--- src/rtl/lbpg_pkg.sv ---
package lbpg_pkg;

    typedef enum logic [1:0] {
        S_IDLE = 2'd0,
        S_RUN  = 2'd1,
        S_DONE = 2'd2
    } lbpg_state_e;

    localparam int unsigned LBPG_WIDTH   = 8;
    localparam int unsigned LBPG_SWEEP_W = 4;

endpackage

--- src/rtl/lbpg_lfsr.sv ---
module lbpg_lfsr #(
    parameter int unsigned    W    = 8,
    parameter logic [W-1:0]   TAPS = 8'hB8,
    parameter logic [W-1:0]   INIT = 8'h01
) (
    input  logic         clk,
    input  logic         rst,
    input  logic         load,
    input  logic         step,
    input  logic [W-1:0] load_val,
    output logic [W-1:0] seed
);

    logic [W-1:0] q;
    logic [W-1:0] guarded;
    logic         fb;

    // Feedback is the parity of the tapped bits; shift toward the MSB.
    assign fb      = ^(q & TAPS);
    // An all-zero seed would lock the register, so substitute the reset value.
    assign guarded = (load_val == '0) ? INIT : load_val;

    always_ff @(posedge clk) begin
        if (rst) begin
            q <= INIT;
        end else if (load) begin
            q <= guarded;
        end else if (step) begin
            q <= {q[W-2:0], fb};
        end
    end

    assign seed = q;

endmodule

--- src/rtl/lbpg_gray_ctr.sv ---
module lbpg_gray_ctr #(
    parameter int unsigned W = 8
) (
    input  logic         clk,
    input  logic         rst,
    input  logic         clear,
    input  logic         inc,
    output logic [W-1:0] gray,
    output logic         at_last
);

    logic [W-1:0] cnt_q;

    always_ff @(posedge clk) begin
        if (rst || clear) begin
            cnt_q <= '0;
        end else if (inc) begin
            cnt_q <= cnt_q + 1'b1;
        end
    end

    // Reflected binary code: each bit is the XOR of a bit and its upper neighbour.
    genvar i;
    generate
        for (i = 0; i < W - 1; i++) begin : g_gray
            assign gray[i] = cnt_q[i] ^ cnt_q[i+1];
        end
    endgenerate
    assign gray[W-1] = cnt_q[W-1];

    assign at_last = (cnt_q == {W{1'b1}});

endmodule

--- src/rtl/lbpg_ctrl.sv ---
module lbpg_ctrl
    import lbpg_pkg::*;
#(
    parameter int unsigned SW = 4
) (
    input  logic          clk,
    input  logic          rst,
    input  logic          start,
    input  logic          enable,
    input  logic          wrap,
    input  logic [SW-1:0] sweeps_m1,
    output logic          clear_idx,
    output logic          emit,
    output logic          seed_step,
    output logic          seed_open,
    output logic          run,
    output logic          done
);

    lbpg_state_e   state_q, state_d;
    logic [SW-1:0] tgt_q;
    logic [SW-1:0] sweep_q;
    logic          accept;
    logic          last_sweep;

    assign accept     = start && (state_q != S_RUN);
    assign last_sweep = (sweep_q == tgt_q);

    // Next-state logic.
    always_comb begin
        state_d = state_q;
        unique case (state_q)
            S_IDLE:  if (start) state_d = S_RUN;
            S_RUN:   if (enable && wrap && last_sweep) state_d = S_DONE;
            S_DONE:  if (start) state_d = S_RUN;
            default: state_d = S_IDLE;
        endcase
    end

    // State register.
    always_ff @(posedge clk) begin
        if (rst) begin
            state_q <= S_IDLE;
        end else begin
            state_q <= state_d;
        end
    end

    // Sweep bookkeeping: target sampled on accept, count advances on each wrap.
    always_ff @(posedge clk) begin
        if (rst) begin
            tgt_q   <= '0;
            sweep_q <= '0;
        end else if (accept) begin
            tgt_q   <= sweeps_m1;
            sweep_q <= '0;
        end else if (seed_step && !last_sweep) begin
            sweep_q <= sweep_q + 1'b1;
        end
    end

    // Outputs decoded from the current state.
    always_comb begin
        run       = (state_q == S_RUN);
        done      = (state_q == S_DONE);
        emit      = run && enable;
        seed_step = emit && wrap;
        seed_open = !run;
        clear_idx = accept;
    end

endmodule

--- src/rtl/lbpg_top.sv ---
module lbpg_top
    import lbpg_pkg::*;
#(
    parameter int unsigned       WIDTH   = LBPG_WIDTH,
    parameter int unsigned       SWEEP_W = LBPG_SWEEP_W,
    parameter logic [WIDTH-1:0]  TAPS    = 8'hB8,
    parameter logic [WIDTH-1:0]  SEED0   = 8'h01
) (
    input  logic               clk,
    input  logic               rst,
    input  logic               start,
    input  logic               seed_load,
    input  logic [WIDTH-1:0]   seed_in,
    input  logic               enable,
    input  logic [SWEEP_W-1:0] sweeps_m1,
    output logic [WIDTH-1:0]   pattern,
    output logic               valid,
    output logic               done
);

    logic             clear_idx;
    logic             emit;
    logic             seed_step;
    logic             seed_open;
    logic             run_w;
    logic             wrap;
    logic [WIDTH-1:0] gray_w;
    logic [WIDTH-1:0] seed_w;
    logic [WIDTH-1:0] pat_q;
    logic             val_q;

    lbpg_ctrl #(.SW(SWEEP_W)) u_ctrl (
        .clk       (clk),
        .rst       (rst),
        .start     (start),
        .enable    (enable),
        .wrap      (wrap),
        .sweeps_m1 (sweeps_m1),
        .clear_idx (clear_idx),
        .emit      (emit),
        .seed_step (seed_step),
        .seed_open (seed_open),
        .run       (run_w),
        .done      (done)
    );

    lbpg_gray_ctr #(.W(WIDTH)) u_idx (
        .clk     (clk),
        .rst     (rst),
        .clear   (clear_idx),
        .inc     (emit),
        .gray    (gray_w),
        .at_last (wrap)
    );

    lbpg_lfsr #(.W(WIDTH), .TAPS(TAPS), .INIT(SEED0)) u_seed (
        .clk      (clk),
        .rst      (rst),
        .load     (seed_load && seed_open),
        .step     (seed_step),
        .load_val (seed_in),
        .seed     (seed_w)
    );

    // Output stage: the word is registered, and held while nothing is emitted.
    always_ff @(posedge clk) begin
        if (rst) begin
            pat_q <= '0;
            val_q <= 1'b0;
        end else begin
            val_q <= emit;
            if (emit) begin
                pat_q <= gray_w ^ seed_w;
            end
        end
    end

    assign pattern = pat_q;
    assign valid   = val_q;

endmodule

--- config.mk ---
export PLATFORM = sky130hd
export DESIGN_NAME = lbpg_top
export DESIGN_NICKNAME = d
export VERILOG_FILES = /design/src/rtl/lbpg_pkg.sv /design/src/rtl/lbpg_lfsr.sv /design/src/rtl/lbpg_gray_ctr.sv /design/src/rtl/lbpg_ctrl.sv /design/src/rtl/lbpg_top.sv
export SDC_FILE = /design/constraint.sdc
export NUM_CORES = 1
export LEC_CHECK = 0
export CELL_PAD_IN_SITES_DETAIL_PLACEMENT = 2
export CELL_PAD_IN_SITES_GLOBAL_PLACEMENT = 2
export CORE_ASPECT_RATIO = 0.9
export CORE_UTILIZATION = 34
export CTS_CLUSTER_SIZE = 8
export DETAILED_ROUTE_END_ITERATION = 8
export GPL_ROUTABILITY_DRIVEN = 0
export PLACE_DENSITY_LB_ADDON = 0.1
export SYNTH_ARGS = -nofsm -noshare
export SYNTH_HDL_FRONTEND = slang
export SYNTH_SLANG_ARGS = --single-unit
--- constraint.sdc ---
create_clock -name clk -period 2.9 [get_ports clk]
set_clock_uncertainty 0.05 [all_clocks]
set_input_delay 0.29 -clock clk [delete_from_list [all_inputs] [get_ports clk]]
set_output_delay 0.29 -clock clk [all_outputs]
set_load 0.05 [all_outputs]
### Word-level counts from Yosys, hierarchy flattened

Cells that the tools add are included.

* register bits after elaboration: 35
* logic and storage cells: 47

* add/sub/neg operators: 2
* eq/ne operators: 7
* multiplexer cells: 6
* bitwise logic cells: 8
* reductions and logical operators: 17

Operators with widths (count)
* 2-to-1 mux 8 bit: 3
* adder 8 x 1 -> 8 bit, second input constant: 1
* == test 8 bit, second input constant: 1
* logical NOT 8 bit: 1
* XOR reduction 8 bit: 1
* XOR 8 bit: 1
* logical AND 1 bit: 7
* XOR 1 bit: 7
* != test 2 x 1 -> 1 bit, second input constant: 3
* adder 4 x 1 -> 4 bit, second input constant: 1
* == test 4 bit: 1
* 2-to-1 mux 2 bit: 2
* one-hot mux 2 bit (2 select lines): 1
* OR reduction 2 bit: 2
* == test 2 x 1 -> 1 bit, second input constant: 1
* == test 2 bit, second input constant: 1
* logical NOT 1 bit: 2
* logical NOT 2 bit: 1
* AND reduction 2 bit: 1
* nonzero test 2 bit: 1
* logical OR 1 bit: 1

### Logic depth before layout (Yosys ltp)

Gate-level depths: netlist of run 1.

* depth in word-level cells: 5
* mapped depth: 7

### Cells and area by module

Synthesis of run 1 repeated with hierarchy kept, for this count alone.

* cell total of the unflattened synthesis: 184
* area, all modules: 1781.7 µm²

Modules (own cells, without submodules)
* lbpg_ctrl: instances 1, cells an instance 59, area each 514.2 µm², seq. area each 200.2 µm²
* lbpg_lfsr: instances 1, cells an instance 44, area each 440.4 µm², seq. area each 160.2 µm²
* lbpg_gray_ctr: instances 1, cells an instance 43, area each 431.7 µm², seq. area each 160.2 µm²
* lbpg_top: instances 1, cells an instance 38, area each 395.4 µm², seq. area each 180.2 µm²

### Worst setup path after synthesis of run 1

OpenSTA, ideal clock, no wires.

* kind: register to register
* start point: register u_idx.cnt_q[0]
* end point: register u_ctrl.sweep_q[3]
* setup time: 0.071 ns
* arrival: 1.449 ns
* path slack: 1.330 ns
* stages on the path, launching flop included: 7
* path buffers: 1
* cells stage by stage: dfxtp_1 > ha_1 > and4b_1 > buf_4 > nand2_4 > or4_1 > a21oi_1

* longest elaborated chain between the ends: 3

Ends and longest elaborated chain
* start: declaration: line lbpg_gray_ctr.sv:12 `logic [W-1:0] cnt_q;`
* start signal: assignment: line lbpg_gray_ctr.sv:18 `cnt_q <= cnt_q + 1'b1;`
* == test 8 bit: line lbpg_gray_ctr.sv:31 `assign at_last = (cnt_q == {W{1'b1}});`
* logical AND 1 bit: line lbpg_ctrl.sv:67 `seed_step = emit && wrap;`
* logical AND 1 bit: line lbpg_ctrl.sv:57 `end else if (seed_step && !last_sweep) begin`
* end signal: assignment: line lbpg_ctrl.sv:58 `sweep_q <= sweep_q + 1'b1;`
* end: declaration: line lbpg_ctrl.sv:22 `logic [SW-1:0] sweep_q;`

No other way between the ends.
A chain may end at the register's enable or synchronous reset.

### Worst setup path in the final report of run 1

* start point: register u_ctrl.state_q[0]
* end point: output done

* longest elaborated chain between the ends: 1

Ends and longest elaborated chain
* start: declaration: line lbpg_ctrl.sv:20 `lbpg_state_e state_q, state_d;`
* start signal: assignment: line lbpg_ctrl.sv:45 `state_q <= state_d;`
* == test 2 bit: line lbpg_ctrl.sv:65 `done = (state_q == S_DONE);`
* end: declaration: line lbpg_top.sv:18 `output logic done`

No other way between the ends.

==> flow_summary.ini, run 1 <==
[worst_hold_path]
hold_depth = 2
hold_start = u_ctrl.tgt_q[0]
hold_class = flip-flop to flip-flop
holdPathEnd = u_ctrl.tgt_q[0]

[yosys]
ys_ff_latch = 35
syn_avg_cell_area_um2 = 8.945
netlist_area_um2 = 1682
synth_top_area_cell = dfxtp_1
seq_area_frac_synth = 0.4167
synth.distinct_cells = 35
syn_nets = 213
ys_warn_count = 0
synthTopCellsByArea = dfxtp_1 42%, xnor2_1 6.2%, ha_1 6.0%
synth_cells = 188
netlist.area_leader.share = 0.4167

[clock_tree]
clkSinkCount = 35
clk_latency_ns = 0.29
cts-buffers-inserted = 5
cts-htree-levels = 2
cts_tree = built
ctsResizeCount = 0
postCtsSetupBuffers = 0
holdBufCountCts = 0
path_clk_slew_ns = 0.07
root_buffer = clkbuf_8
max-clock-path-buffers = 2

[floorplan]
die_area_um2 = 5232
fp.coreArea_um2 = 4604
start_util = 0.3652
die_height_um = 68.72
io_pins = 27
rows = 23
chipWidth_um = 76.13

[timing]
setup_viol = 0
drv_slew = 0
setup_tns_ns = 0
period_share = 0.6911
finalHoldViolCount = 0
fmax_mhz = 498.9
max-slew-margin-rel = 0.4669
rsz0062_at_grt = no
max_slew.worst_pin.slew_ns = 0.7996
fin_crit_ns = 2.004

[pwr]
peakVddDrop_mv = 0.1481
p_leak_nw = 0.7979
powerDensity_nw_per_um2 = 532.5

[placement]
hpwl_mm = 3.430
port_buffers = 26

[final_layout]
final_common_cell = dfxtp_1
synthToLayoutAreaGrowth_pct = 22.99
final_cell_mix = 35 x dfxtp_1, 26 x clkdlybuf4s50_1, 25 x nor2_1
fin_util = 0.4492
n_antenna_cell = 0
layout-drive-gt1-share = 0.06161
nNetsFinal = 236

[global_routing]
grt_pass1_vias = 1596
antenna_found_initial = 0
grt_pass1_wl_mm = 7.962
grt_max_degree = 27
grt_overflow_total = 0
track_usage = 0.2008

[critical_path]
criticalPathCategory = flip-flop to primary output
cp.arrival_ns = 1.66
endpoint_kind = primary output
startpoint_type = flip-flop
crit_start = u_ctrl.state_q[0]
reg2reg_depth = 5
r2r_end = u_ctrl.sweep_q[3]
cp.required_ns = 2.56
r2r-start = u_idx.cnt_q[0]
crit_fanout = 5
r2r_setup_slack_ns = 1.03

[route]
via_count = 1434
drc = 0
ant_nets = 0
viasPerCell = 5.253
totalWireLength_mm = 4.569
drt_first_pass_iters = 4
drtIter0Drc = 66
wl_per_cell_um = 16.74

[run]
maxCapViolCount = 0

[outcome]
outcome = completed
-- flip-flops by register name, indices dropped and copies added (netlist names) --
register / cells
u_seed.seed: 8
u_ctrl.state_q: 2
u_ctrl.sweep_q: 4
pattern: 8
valid: 1
u_idx.cnt_q: 8
u_ctrl.tgt_q: 4
-- metrics by stage --
step	setup slack, ns	instances	area (um2)	hold slack [ns]	power [W]
finish	0.8957	273	2068	0.4252	0.001101
global route	0.8144	273	2068	0.4559	0.001169
CTS	0.8935	273	2068	0.4288	0.001118
detailed placement	0.7197	266	1981	0.4193	0.0007549
global placement	0.8813	266	1981	0.4051	0.0007416
floorplan	1.330	188	1682	0.3875	0.0006783
-- cells by family (layout without fill, tap and decap cells) --
kind of cell,count (synthesis),count (layout),synth area share
AND/OR/NAND/NOR,75,75,0.2240
AO/OA/AOI/OAI,35,35,0.1473
flip-flops,35,35,0.4167
XOR/XNOR,22,22,0.1146
buffers and inverters,12,35,0.03199
adder cells (fa/ha/maj),8,8,0.05953
multiplexers,1,1,0.005953
-- worst max path at each step --
| stage | endpoint | slack, ns | depth (start not counted) |
|---|---|---|---|
| finish | done | 0.90 | 2 |
| global route | u_idx.cnt_q[7] | 0.81 | 5 |
| CTS | done | 0.89 | 2 |
| detailed placement | u_idx.cnt_q[7] | 0.72 | 5 |
| global placement | u_idx.cnt_q[7] | 0.88 | 5 |
| floorplan | u_ctrl.sweep_q[3] | 1.33 | 6 |
-- final cells by class --
| class | count | area [um2] |
|---|---|---|
| Clock buffer | 6 | 82.58 |
| Fill cell | 512 | 2536 |
| Timing Repair Buffer | 28 | 275.3 |
| Tap cell | 62 | 77.57 |
| Clock inverter | 1 | 5.005 |
| Sequential cell | 35 | 700.7 |
| Multi-Input combinational cell | 141 | 927.1 |
-- routing by layer --
| layer | wire (um) | GRT usage | vias up |
|---|---|---|---|
| met5 | 0 | 0 | - |
| met4 | 59 | 0.07212 | 0 |
| met3 | 140 | 0.04737 | 7 |
| met2 | 2101 | 0.3341 | 26 |
| met1 | 2267 | 0.2590 | 689 |
| li1 | - | - | 712 |
-- cells in the mapped netlist --
master / n
o21ai_0: 2
a31oi_1: 1
and2b_1: 1
and2_1: 1
nand4_1: 2
a22o_2: 1
buf_4: 2
dfxtp_1: 35
or4_1: 3
nor4_4: 1
and3b_1: 1
nor4_1: 1
a21o_1: 2
nand2_1: 18
and4b_1: 1
xor2_1: 10
nand3_1: 15
xnor2_1: 12
or3_2: 1
ha_1: 8
nand2_4: 1
o31ai_1: 4
and3_1: 1
buf_2: 1
clkbuf_1: 8
mux2i_1: 1
nor2_1: 25
buf_1: 1
o211ai_1: 2
a21oi_1: 8
nor3b_1: 1
a211oi_1: 8
a311oi_1: 7
nand2b_1: 1
nor2b_1: 1
-- critical path, cell delays in order (launching register included) --
cell and delay [ns]:
dfxtp_1 0.35, and2b_1 0.23, clkdlybuf4s50_1 0.80
-- power breakdown --
group / switching (W) / internal, W
Clock: 0.000172 / 0.000186
Sequential: 0.0000255 / 0.000508
Combinational: 0.000124 / 0.0000853
Total: 0.000322 / 0.000780
No activity file was read; power rests on OpenSTA's default activity.
==> run 2: changes to the inputs <==
- CORE_UTILIZATION: 34 -> 29
- clock period: 2.9 -> 1.8 ns (I/O delays scaled with it)
==> flow_summary.ini, run 2 (synthesis gave the netlist of run 1 again) <==
[outcome]
outcome = completed

[timing]
holdWs_ns = 0.4030
fmax_mhz = 577.5
drv_slew = 0
max_slew.worst_pin.slew_ns = 0.5254
finalHoldViolCount = 0
max-slew-margin-rel = 0.6487
fin_crit_ns = 1.732
setup_viol = 0
period_share = 0.9620
setup_tns_ns = 0

[global_routing]
met3_usage = 0.04049
grt_overflow_total = 0
globalRouteMet1Util = 0.2463
grt_pass1_vias = 1631
grt_max_degree = 17
gr-usage-met2 = 0.2718
busiest_layer = met2
antenna_found_initial = 0
grt_pass1_wl_mm = 8.038
track_usage = 0.1810

[floorplan]
die_height_um = 74.24
fp.coreArea_um2 = 5411
rows = 25
chipWidth_um = 82.27
io_pins = 27
start_util = 0.3108
die_area_um2 = 6108

[critical_path]
cp.required_ns = 1.98
cp_top_family = simple AND/OR/NAND/NOR gates
crit_buf_inv = 0
crit_chain = ha_2 -> and4b_2 -> nand2_4 -> or4_1 -> a21oi_1
criticalPathCategory = flip-flop to flip-flop
crit_fanout = 4
slowest_delay_ns = 0.47
endpoint_kind = flip-flop
crit_slowest_cell = or4_1
cp.arrival_ns = 1.91
startpoint_type = flip-flop

[final_layout]
final_common_cell = dfxtp_1
ff_latch_area_um2 = 700.7
synthToLayoutAreaGrowth_pct = 31.10
multi_input_area_um2 = 939.7
final_cell_mix = 35 x dfxtp_1, 25 x nor2_1, 24 x clkdlybuf4s50_1
fin_area_um2 = 2205
nFillCells = 598
layout-drive-gt1-share = 0.1378
fin_util = 0.4074
nNetsFinal = 249
n_antenna_cell = 0

[pwr]
p_leak_nw = 0.8724
peakVddDrop_mv = 0.3445
power_w = 0.001871
powerDensity_nw_per_um2 = 848.6

[route]
viasPerCell = 5.140
ant_nets = 0
drtIter0Drc = 29
drt_first_pass_iters = 3
wl_per_cell_um = 16.65
drc = 0
via_count = 1501
totalWireLength_mm = 4.861

[clock_tree]
max-clock-path-buffers = 2
cts-buffers-inserted = 5
clk_latency_ns = 0.30
cts_tree = built
clkSinkCount = 35
root_buffer = clkbuf_8
cts-htree-levels = 2
path_clk_slew_ns = 0.07

[placement]
port_buffers = 26
placed_cell_area_um2 = 2085
hpwl_mm = 3.707

[worst_hold_path]
hold_class = input pin to flip-flop

[run]
maxCapViolCount = 0
## run 2: cell types whose count changed in the layout (fill, tap and decap cells not counted), sizes merged
cell / before / now
buf: 2 / 17
clkbuf: 6 / 8
clkdlybuf4s50: 26 / 24
clkinv: 1 / 0
## run 2: worst paths after layout
check,cells after the start,end,slack (ns),startpoint
max,5,u_ctrl.sweep_q[3],0.07,u_idx.cnt_q[1]
min,3,u_ctrl.tgt_q[2],0.40,sweeps_m1[2]
max reg2reg,5,u_ctrl.sweep_q[3],0.07,u_idx.cnt_q[1]
min reg2reg,2,u_ctrl.tgt_q[2],0.45,u_ctrl.tgt_q[2]
## run 2: per-layer routing
| layer | routed length, um | vias up |
|---|---|---|
| li1 | - | 737 |
| met1 | 2532 | 736 |
| met2 | 2099 | 20 |
| met3 | 137 | 8 |
| met4 | 92 | 0 |
| met5 | 0 | - |
## run 2: what timing repair did
action | in CTS | in global routing
resized for setup | 0 | 4
hold buffers | 0 | 0
buffers inserted | 0 | 1
setup endpoints to repair | 0 | 10
## run 2: power by group
group / internal (W) / total (W) / switching, W / leakage [nW]
clock: 0.000350 / 0.000646 / 0.000297 / 0.0515
combinational: 0.000161 / 0.000365 / 0.000204 / 0.535
sequential: 0.000818 / 0.000860 / 0.0000420 / 0.286
## run 2: stage by stage
stage / instances / setup slack, ns
floorplan: 188 / 0.2300
global placement: 283 / 0.01273
detailed placement: 283 / -0.04825
CTS: 291 / 0.0001483
global route: 292 / -0.006823
finish: 292 / 0.06842
## run 2: cell type report
class	count	area share
multi-input cells	141	0.4262
flip-flops and latches	35	0.3178
repair buffers	41	0.1725
clock buffers	8	0.04540
well taps	67	0.03803
## run 2: worst min-delay path, stage by stage
cell,delay [ns]
clkdlybuf4s50_1,0.40
nand3_1,0.07
a21oi_1,0.05
